## config.mk

```make
export PLATFORM = sky130hd
export DESIGN_NAME = temp_monitor
export DESIGN_NICKNAME = d
export VERILOG_FILES = /design/src/rtl/temp_pkg.sv /design/src/rtl/temp_cfg_regs.sv /design/src/rtl/temp_seq.sv /design/src/rtl/temp_lin.sv /design/src/rtl/temp_limit.sv /design/src/rtl/temp_monitor.sv
export SDC_FILE = /design/constraint.sdc
export NUM_CORES = 1
export LEC_CHECK = 0
export ABC_AREA = 1
export BUFFER_PORTS_ARGS = -buffer_cell sky130_fd_sc_hd__buf_4
export CORE_MARGIN = 8
export CORE_UTILIZATION = 25
export CTS_BUF_LIST = sky130_fd_sc_hd__clkbuf_8
export DETAILED_ROUTE_END_ITERATION = 8
export PLACE_DENSITY = 0.38
export SLEW_MARGIN = 15
export SYNTH_ARGS = -nofsm -noshare
export SYNTH_HDL_FRONTEND = slang
export SYNTH_HIERARCHICAL = 1
export SYNTH_SLANG_ARGS = --single-unit
export TNS_END_PERCENT = 1
```

## constraint.sdc

```tcl
create_clock -name clk -period 11.1 [get_ports clk]
set_input_delay 1.665 -clock clk [delete_from_list [all_inputs] [get_ports clk]]
set_output_delay 1.665 -clock clk [all_outputs]
set_load 0.02 [all_outputs]
```

## src/rtl/temp_pkg.sv

```systemverilog
package temp_pkg;
  typedef enum logic [1:0] {
    SEL_CUR = 2'b00,
    SEL_INT = 2'b01,
    SEL_EXT = 2'b10
  } adc_sel_e;

  localparam int ADDR_W    = 5;
  localparam int A_BP0     = 'h00;
  localparam int A_SLOPE0  = 'h04;
  localparam int A_OFF0    = 'h08;
  localparam int A_IGAIN   = 'h10;
  localparam int A_IOFF    = 'h11;
  localparam int A_ALR_SET = 'h12;
  localparam int A_ALR_CLR = 'h13;
  localparam int A_SHUT    = 'h14;
  localparam int A_INTERV  = 'h15;
endpackage

```

## src/rtl/temp_cfg_regs.sv

```systemverilog
module temp_cfg_regs
  import temp_pkg::*;
#(
  parameter int NSEG    = 4,
  parameter int CODE_W  = 7,
  parameter int SLOPE_W = 10,
  parameter int TEMP_W  = 12,
  parameter int CNT_W   = 8,
  parameter int DATA_W  = 16,
  parameter int DIV_RST = 3
) (
  input  logic                              clk,
  input  logic                              rst,
  input  logic                              we,
  input  logic [ADDR_W-1:0]                 addr,
  input  logic [DATA_W-1:0]                 wdata,
  output logic [NSEG-1:0][CODE_W-1:0]       bp,
  output logic [NSEG-1:0][SLOPE_W-1:0]      slope,
  output logic [NSEG-1:0][TEMP_W-1:0]       off,
  output logic [SLOPE_W-1:0]                int_gain,
  output logic [TEMP_W-1:0]                 int_off,
  output logic [TEMP_W-1:0]                 alr_set,
  output logic [TEMP_W-1:0]                 alr_clr,
  output logic [TEMP_W-1:0]                 shut_lim,
  output logic [CNT_W-1:0]                  interval
);
  localparam logic [TEMP_W-1:0] T_TOP = {1'b0, {(TEMP_W-1){1'b1}}};

  logic unused_wdata;
  assign unused_wdata = ^wdata;

  for (genvar g = 0; g < NSEG; g++) begin : g_seg
    always_ff @(posedge clk) begin
      if (rst) begin
        bp[g]    <= '0;
        slope[g] <= '0;
        off[g]   <= '0;
      end else if (we) begin
        if (addr == ADDR_W'(A_BP0 + g))    bp[g]    <= wdata[CODE_W-1:0];
        if (addr == ADDR_W'(A_SLOPE0 + g)) slope[g] <= wdata[SLOPE_W-1:0];
        if (addr == ADDR_W'(A_OFF0 + g))   off[g]   <= wdata[TEMP_W-1:0];
      end
    end
  end

  always_ff @(posedge clk) begin
    if (rst) begin
      int_gain <= '0;
      int_off  <= '0;
      alr_set  <= T_TOP;
      alr_clr  <= T_TOP;
      shut_lim <= T_TOP;
      interval <= CNT_W'(DIV_RST);
    end else if (we) begin
      case (addr)
        ADDR_W'(A_IGAIN):   int_gain <= wdata[SLOPE_W-1:0];
        ADDR_W'(A_IOFF):    int_off  <= wdata[TEMP_W-1:0];
        ADDR_W'(A_ALR_SET): alr_set  <= wdata[TEMP_W-1:0];
        ADDR_W'(A_ALR_CLR): alr_clr  <= wdata[TEMP_W-1:0];
        ADDR_W'(A_SHUT):    shut_lim <= wdata[TEMP_W-1:0];
        ADDR_W'(A_INTERV):  interval <= wdata[CNT_W-1:0];
        default: ;
      endcase
    end
  end
endmodule

```

## src/rtl/temp_seq.sv

```systemverilog
module temp_seq
  import temp_pkg::*;
#(
  parameter int CODE_W = 7,
  parameter int CNT_W  = 8
) (
  input  logic              clk,
  input  logic              rst,
  input  logic [CNT_W-1:0]  interval,
  input  logic              adc_valid,
  input  logic [CODE_W-1:0] adc_code,
  output adc_sel_e          sel,
  output logic              cap_v,
  output logic              cap_ext,
  output logic [CODE_W-1:0] cap_code
);
  logic [CNT_W-1:0] cnt;
  logic             nxt_ext;

  always_ff @(posedge clk) begin
    if (rst) begin
      sel      <= SEL_CUR;
      cnt      <= '0;
      nxt_ext  <= 1'b0;
      cap_v    <= 1'b0;
      cap_ext  <= 1'b0;
      cap_code <= '0;
    end else begin
      cap_v <= 1'b0;
      if (adc_valid) begin
        if (sel == SEL_CUR) begin
          if (cnt >= interval) begin
            cnt <= '0;
            sel <= nxt_ext ? SEL_EXT : SEL_INT;
          end else begin
            cnt <= cnt + 1'b1;
          end
        end else begin
          sel      <= SEL_CUR;
          nxt_ext  <= ~nxt_ext;
          cap_v    <= 1'b1;
          cap_ext  <= (sel == SEL_EXT);
          cap_code <= adc_code;
        end
      end
    end
  end
endmodule

```

## src/rtl/temp_lin.sv

```systemverilog
module temp_lin #(
  parameter int NSEG    = 4,
  parameter int CODE_W  = 7,
  parameter int SLOPE_W = 10,
  parameter int TEMP_W  = 12,
  parameter int FRAC    = 4
) (
  input  logic                          clk,
  input  logic                          rst,
  input  logic                          cap_v,
  input  logic                          cap_ext,
  input  logic [CODE_W-1:0]             cap_code,
  input  logic [NSEG-1:0][CODE_W-1:0]   bp,
  input  logic [NSEG-1:0][SLOPE_W-1:0]  slope,
  input  logic [NSEG-1:0][TEMP_W-1:0]   off,
  input  logic [SLOPE_W-1:0]            int_gain,
  input  logic [TEMP_W-1:0]             int_off,
  output logic [TEMP_W-1:0]             t_int,
  output logic [TEMP_W-1:0]             t_ext,
  output logic                          vld,
  output logic                          ch
);
  localparam int SEG_W  = (NSEG > 1) ? $clog2(NSEG) : 1;
  localparam int PROD_W = SLOPE_W + CODE_W + 1;
  localparam int SUM_W  = PROD_W + TEMP_W;
  localparam logic signed [SUM_W-1:0] S_MAX = SUM_W'(2**(TEMP_W-1) - 1);
  localparam logic signed [SUM_W-1:0] S_MIN = ~S_MAX;

  logic [SEG_W-1:0]          seg;
  logic signed [CODE_W:0]    diff, code_s;
  logic signed [PROD_W-1:0]  prod_e, prod_i;
  logic signed [SUM_W-1:0]   sum_e, sum_i, sum;
  logic [TEMP_W-1:0]         res;

  // Highest segment whose breakpoint does not exceed the code; segment 0 by default.
  always_comb begin
    seg = '0;
    for (int k = 0; k < NSEG; k++)
      if (bp[k] <= cap_code) seg = SEG_W'(k);
  end

  always_comb begin
    code_s = $signed({1'b0, cap_code});
    diff   = code_s - $signed({1'b0, bp[seg]});
    prod_e = PROD_W'($signed(slope[seg])) * PROD_W'(diff);
    prod_i = PROD_W'($signed(int_gain)) * PROD_W'(code_s);
    sum_e  = SUM_W'($signed(off[seg])) + SUM_W'(prod_e >>> FRAC);
    sum_i  = SUM_W'($signed(int_off)) + SUM_W'(prod_i >>> FRAC);
    sum    = cap_ext ? sum_e : sum_i;
    if (sum > S_MAX)      res = TEMP_W'(S_MAX);
    else if (sum < S_MIN) res = TEMP_W'(S_MIN);
    else                  res = TEMP_W'(sum);
  end

  always_ff @(posedge clk) begin
    if (rst) begin
      t_int <= '0;
      t_ext <= '0;
      vld   <= 1'b0;
      ch    <= 1'b0;
    end else begin
      vld <= cap_v;
      if (cap_v) begin
        ch <= cap_ext;
        if (cap_ext) t_ext <= res;
        else         t_int <= res;
      end
    end
  end
endmodule

```

## src/rtl/temp_limit.sv

```systemverilog
module temp_limit #(
  parameter int TEMP_W = 12
) (
  input  logic                     clk,
  input  logic                     rst,
  input  logic signed [TEMP_W-1:0] t_int,
  input  logic signed [TEMP_W-1:0] t_ext,
  input  logic signed [TEMP_W-1:0] alr_set,
  input  logic signed [TEMP_W-1:0] alr_clr,
  input  logic signed [TEMP_W-1:0] shut_lim,
  output logic                     alert,
  output logic                     shutdown
);
  logic over_set, under_clr, over_shut;

  assign over_set  = (t_int > alr_set) || (t_ext > alr_set);
  assign under_clr = (t_int < alr_clr) && (t_ext < alr_clr);
  assign over_shut = (t_int > shut_lim) || (t_ext > shut_lim);

  always_ff @(posedge clk) begin
    if (rst) begin
      alert    <= 1'b0;
      shutdown <= 1'b0;
    end else begin
      if (over_set)       alert <= 1'b1;
      else if (under_clr) alert <= 1'b0;
      if (over_shut)      shutdown <= 1'b1;
    end
  end
endmodule

```

## src/rtl/temp_monitor.sv

```systemverilog
module temp_monitor
  import temp_pkg::*;
#(
  parameter int NSEG    = 4,
  parameter int CODE_W  = 7,
  parameter int SLOPE_W = 10,
  parameter int TEMP_W  = 12,
  parameter int FRAC    = 4,
  parameter int CNT_W   = 8,
  parameter int DATA_W  = 16,
  parameter int DIV_RST = 3
) (
  input  logic              clk,
  input  logic              rst,
  output logic [1:0]        adc_sel,
  input  logic              adc_valid,
  input  logic [CODE_W-1:0] adc_code,
  input  logic              cfg_we,
  input  logic [ADDR_W-1:0] cfg_addr,
  input  logic [DATA_W-1:0] cfg_wdata,
  output logic [TEMP_W-1:0] temp_int,
  output logic [TEMP_W-1:0] temp_ext,
  output logic              temp_vld,
  output logic              temp_ch,
  output logic              alert,
  output logic              shutdown
);
  logic [NSEG-1:0][CODE_W-1:0]  bp;
  logic [NSEG-1:0][SLOPE_W-1:0] slope;
  logic [NSEG-1:0][TEMP_W-1:0]  off;
  logic [SLOPE_W-1:0]           int_gain;
  logic [TEMP_W-1:0]            int_off, alr_set, alr_clr, shut_lim;
  logic [CNT_W-1:0]             interval;
  adc_sel_e                     sel;
  logic                         cap_v, cap_ext;
  logic [CODE_W-1:0]            cap_code;

  temp_cfg_regs #(
    .NSEG(NSEG), .CODE_W(CODE_W), .SLOPE_W(SLOPE_W), .TEMP_W(TEMP_W),
    .CNT_W(CNT_W), .DATA_W(DATA_W), .DIV_RST(DIV_RST)
  ) u_regs (
    .clk(clk), .rst(rst), .we(cfg_we), .addr(cfg_addr), .wdata(cfg_wdata),
    .bp(bp), .slope(slope), .off(off), .int_gain(int_gain), .int_off(int_off),
    .alr_set(alr_set), .alr_clr(alr_clr), .shut_lim(shut_lim), .interval(interval)
  );

  temp_seq #(.CODE_W(CODE_W), .CNT_W(CNT_W)) u_seq (
    .clk(clk), .rst(rst), .interval(interval), .adc_valid(adc_valid),
    .adc_code(adc_code), .sel(sel), .cap_v(cap_v), .cap_ext(cap_ext),
    .cap_code(cap_code)
  );

  assign adc_sel = sel;

  temp_lin #(
    .NSEG(NSEG), .CODE_W(CODE_W), .SLOPE_W(SLOPE_W), .TEMP_W(TEMP_W), .FRAC(FRAC)
  ) u_lin (
    .clk(clk), .rst(rst), .cap_v(cap_v), .cap_ext(cap_ext), .cap_code(cap_code),
    .bp(bp), .slope(slope), .off(off), .int_gain(int_gain), .int_off(int_off),
    .t_int(temp_int), .t_ext(temp_ext), .vld(temp_vld), .ch(temp_ch)
  );

  temp_limit #(.TEMP_W(TEMP_W)) u_lim (
    .clk(clk), .rst(rst), .t_int(temp_int), .t_ext(temp_ext),
    .alr_set(alr_set), .alr_clr(alr_clr), .shut_lim(shut_lim),
    .alert(alert), .shutdown(shutdown)
  );
endmodule

```

==> impl_metrics.py <==
metrics = {
    "cts": {
        "ctsLongestPathBuffers": 3,
        "clock_tree_from_tritoncts": "yes",
        "tritoncts.num_buffers": 49,
        "post_cts_resized": 0,
        "clock_insertion_delay_worst_skew_ns": 0.64,
        "cts_htree_levels": 2,
        "cts_root_buffer": "sky130_fd_sc_hd__clkbuf_8",
        "clock_slew_seen_by_the_registers_of_the_worst_setup_and_hold_paths_ns": 0.05,
        "cts_post_setup_buffers_inserted": 0,
        "ctsHoldBuffers": 0,
        "cts.sink_count": 230,
    },
    "synth": {
        "yosysSeqAreaShare_pct": 21.8,
        "synth_area_leader_cell": "sky130_fd_sc_hd__dfxtp_1",
        "synth.cell_area_mm2": 0.0211,
        "syn_inst": 3224,
        "synthDominantCellAreaShare_pct": 21.8,
        "synth_warnings": 6,
        "distinct_cells_synth": 51,
        "synth-async-reset-ratio_pct": 0,
        "synthesis.area_per_instance_um2": 6.54,
        "synthTopCellsByArea": "sky130_fd_sc_hd__dfxtp_1 (22%), sky130_fd_sc_hd__nand2_1 (14%), sky130_fd_sc_hd__ha_1 (12%), sky130_fd_sc_hd__inv_1 (12%), sky130_fd_sc_hd__fa_1 (12%)",
        "synth.net_count": 3584,
        "synth-seq-cells": 230,
        "synth_edf_count": 0,
        "synthFlopType": "sky130_fd_sc_hd__dfxtp_1",
    },
    "power_and_ir_drop": {
        "switchingPower_uw": 1200,
        "power.leakage_uw": 0.0130,
        "comb_power_share_pct": 40.1,
        "power.switching_fraction_pct": 41.3,
        "worst_ir_drop_vdd_v": 0.0000758,
        "cellPowerDensity_mw_per_mm2": 123,
        "power.share.clock_pct": 30.9,
        "sequential_power_share_pct": 29.0,
        "internal_uw": 1710,
    },
    "routing": {
        "route.detailed.wl_per_inst_um": 15.9,
        "route.final.wire_length_um": 69500,
        "final_antenna_net_count": 0,
        "post-route-drc-count": 0,
        "total_vias_in_the_final_route": 18600,
        "post_drt_via_cell_ratio": 4.27,
        "first_iter_violations": 967,
        "drt_first_pass_iters": 5,
    },
    "placed_design": {
        "globalplace.congestion": 0.790,
        "numPortBuffers": 57,
        "dpl.hpwl_um": 52000,
    },
    "timing": {
        "finalHoldViolCount": 0,
        "layout_min_cycle_time_ns": 9.65,
        "fin_setup_tns_ns": 0,
        "pin_slew_with_the_least_headroom_to_its_limit_ns": 1.21,
        "timing.max_slew.rel_slack_pct": 19.5,
        "clock.fmax_mhz": 104,
        "timing_max_transition_violations_final": 0,
        "setup_repair_after_global_routing_missed_its_margin": "no",
        "fin_worst_skew_ns": 0.0351,
        "setup-violations-final": 0,
        "ratio_of_final_minimum_period_to_clock_period_pct": 86.9,
    },
    "layout": {
        "sequential_cell_area_mm2": 0.00460,
        "multi_input_area_mm2": 0.0134,
        "n_fill_cell": 9449,
        "final_cell_mix": "sky130_fd_sc_hd__nand2_1 (809), sky130_fd_sc_hd__inv_1 (685), sky130_fd_sc_hd__nor2_1 (345)",
        "drive_gt1_share_pct": 7.10,
        "fin_nets": 3611,
        "layout_commonest_cell": "sky130_fd_sc_hd__nand2_1",
        "area_delta_synth_final_pct": 11.8,
        "final_util_pct": 28.2,
    },
    "critical_path": {
        "data_arrival_time_at_the_worst_slack_endpoint_ns": 10.20,
        "startpoint": "u_seq/cap_code[1]",
        "crit_fanout": 12,
        "r2r_start": "u_seq/cap_code[1]",
        "timing.critical_path.from_type": "flip-flop",
        "critical_path.max_stage_delay_ns": 0.52,
        "end_kind": "flip-flop",
        "cp_slowest_cell": "sky130_fd_sc_hd__fa_1",
        "timing.critical_path.mode_cell": "sky130_fd_sc_hd__nand2_1",
        "critical_path_class": "reg -> reg",
        "worstPathRequired_ns": 11.65,
    },
    "hold_path": {
        "timing.hold.worst.start": "u_regs/shut_lim[2]",
        "hp_class": "reg -> reg",
    },
    "grt": {
        "maximum_number_of_pins_on_one_net_before_global_route_repair": 108,
        "globalRouteOverflowTotal": 0,
        "first_global_vias": 18800,
        "grt_antenna_before_repair": 2,
        "first_pass_grt_wire_length_um": 109000,
        "grt_use_total_pct": 14.7,
    },
    "floorplan": {
        "core_area_mm2": 0.0836,
        "io_pins": 62,
        "die-width_um": 306,
        "fp.dieArea_mm2": 0.0939,
        "start_util_pct": 25.2,
        "placementRows": 106,
        "die_height_um": 306,
    },
    "job": {
        "timing.max_cap.violations": 0,
    },
    "status": {
        "run_status": "complete, no violations",
    },
}
worst paths after layout:
path / endpoint / slack, ns / depth (start not counted)
setup / recovery: u_lin/t_int[0] / 1.45 / 47
hold / removal: u_regs/shut_lim[2] / 0.46 / 2
hold reg to reg: u_regs/shut_lim[2] / 0.46 / 2
setup reg to reg: u_lin/t_int[0] / 1.45 / 47
through the flow:
stage               power (uW)  area [um^2]  worst slack, ns  cells  hold WS [ns]
finish                    2910        23600             1.45   4365         0.456
floorplan                 1710        21100             2.46   3224         0.429
global route              3160        23600            0.607   4364         0.476
CTS                       2980        23600             1.34   4363         0.460
global placement          2050        22600             1.37   4280         0.444
detailed placement        2050        22600             1.37   4280         0.447
Yosys cell counts, types with 3 or more instances:
cell type / n
sky130_fd_sc_hd__o21ai_1: 27
sky130_fd_sc_hd__xnor2_1: 25
sky130_fd_sc_hd__clkinv_1: 7
sky130_fd_sc_hd__or2_2: 4
sky130_fd_sc_hd__dfxtp_1: 230
sky130_fd_sc_hd__buf_4: 8
sky130_fd_sc_hd__nand4_1: 23
sky130_fd_sc_hd__o21ai_0: 67
sky130_fd_sc_hd__o21bai_1: 3
sky130_fd_sc_hd__nand2_2: 12
sky130_fd_sc_hd__o211ai_1: 5
sky130_fd_sc_hd__o21a_1: 4
sky130_fd_sc_hd__buf_1: 5
sky130_fd_sc_hd__nand2_1: 809
sky130_fd_sc_hd__nand3_2: 5
sky130_fd_sc_hd__fa_1: 125
sky130_fd_sc_hd__nand3b_1: 3
sky130_fd_sc_hd__a21o_1: 7
sky130_fd_sc_hd__ha_1: 203
sky130_fd_sc_hd__o21ai_2: 4
sky130_fd_sc_hd__nor3_1: 11
sky130_fd_sc_hd__xor2_1: 26
sky130_fd_sc_hd__inv_1: 668
sky130_fd_sc_hd__or3_1: 3
sky130_fd_sc_hd__inv_2: 23
sky130_fd_sc_hd__nand3_1: 278
sky130_fd_sc_hd__buf_2: 30
sky130_fd_sc_hd__clkbuf_1: 67
sky130_fd_sc_hd__nor2_2: 13
sky130_fd_sc_hd__nor2_4: 3
sky130_fd_sc_hd__a211oi_1: 3
sky130_fd_sc_hd__a21oi_1: 147
sky130_fd_sc_hd__nor2_1: 349
area by class of cell:
| cell class | instances | area share (%) |
|---|---|---|
| sequential | 230 | 19.5 |
| inverter | 699 | 11.2 |
| clock buffer | 60 | 3.50 |
| antenna | 2 | 0.0212 |
| clock inverter | 23 | 0.451 |
| multi-input combinational | 2184 | 56.8 |
| timing repair buffer | 87 | 2.77 |
| tap | 1080 | 5.73 |
cells by family after synthesis:
kind of cell	after synthesis	share of synthesized area [%]
multiplexers	2	0.0949
AND/OR/NAND/NOR	1524	30.1
AO/OA/AOI/OAI	279	7.20
buffers and inverters	810	14.8
XOR/XNOR	51	2.12
adder cells (fa/ha/maj)	328	23.9
flip-flops	230	21.8
worst max-delay path, delay by kind of cell, from the launching register on:
family | cells | cell delay, ns
fa+ha+maj | 9 | 3.63
simple gates | 21 | 2.52
compound gates | 7 | 1.30
buf+inv | 8 | 1.23
xor+xnor | 2 | 0.55
flops | 1 | 0.32
state kept, by name, summed over array words and instances (netlist names), 10 cells and up:
register / cells
u_regs/int_gain: 10
u_lin/t_int: 12
u_regs/slope: 40
u_lin/t_ext: 12
u_regs/shut_lim: 12
u_regs/off: 48
u_regs/alr_set: 12
u_regs/bp: 28
u_regs/int_off: 12
u_regs/alr_clr: 12
routing by layer:
metal	share of wire (%)	global-route usage (%)
met5	0	0
met4	1.8	2.97
met3	3.5	2.03
met2	47	25.3
met1	48	19.5
power by group through the flow:
stage | combinational (uW) | clock [uW] | sequential (uW)
CTS | 1200 | 945 | 844
global placement | 1190 | 0 | 862
floorplan | 854 | 0 | 860
finish | 1160 | 898 | 844
global route | 1330 | 988 | 845
detailed placement | 1190 | 0 | 862
(Power assumes the default switching activity.)
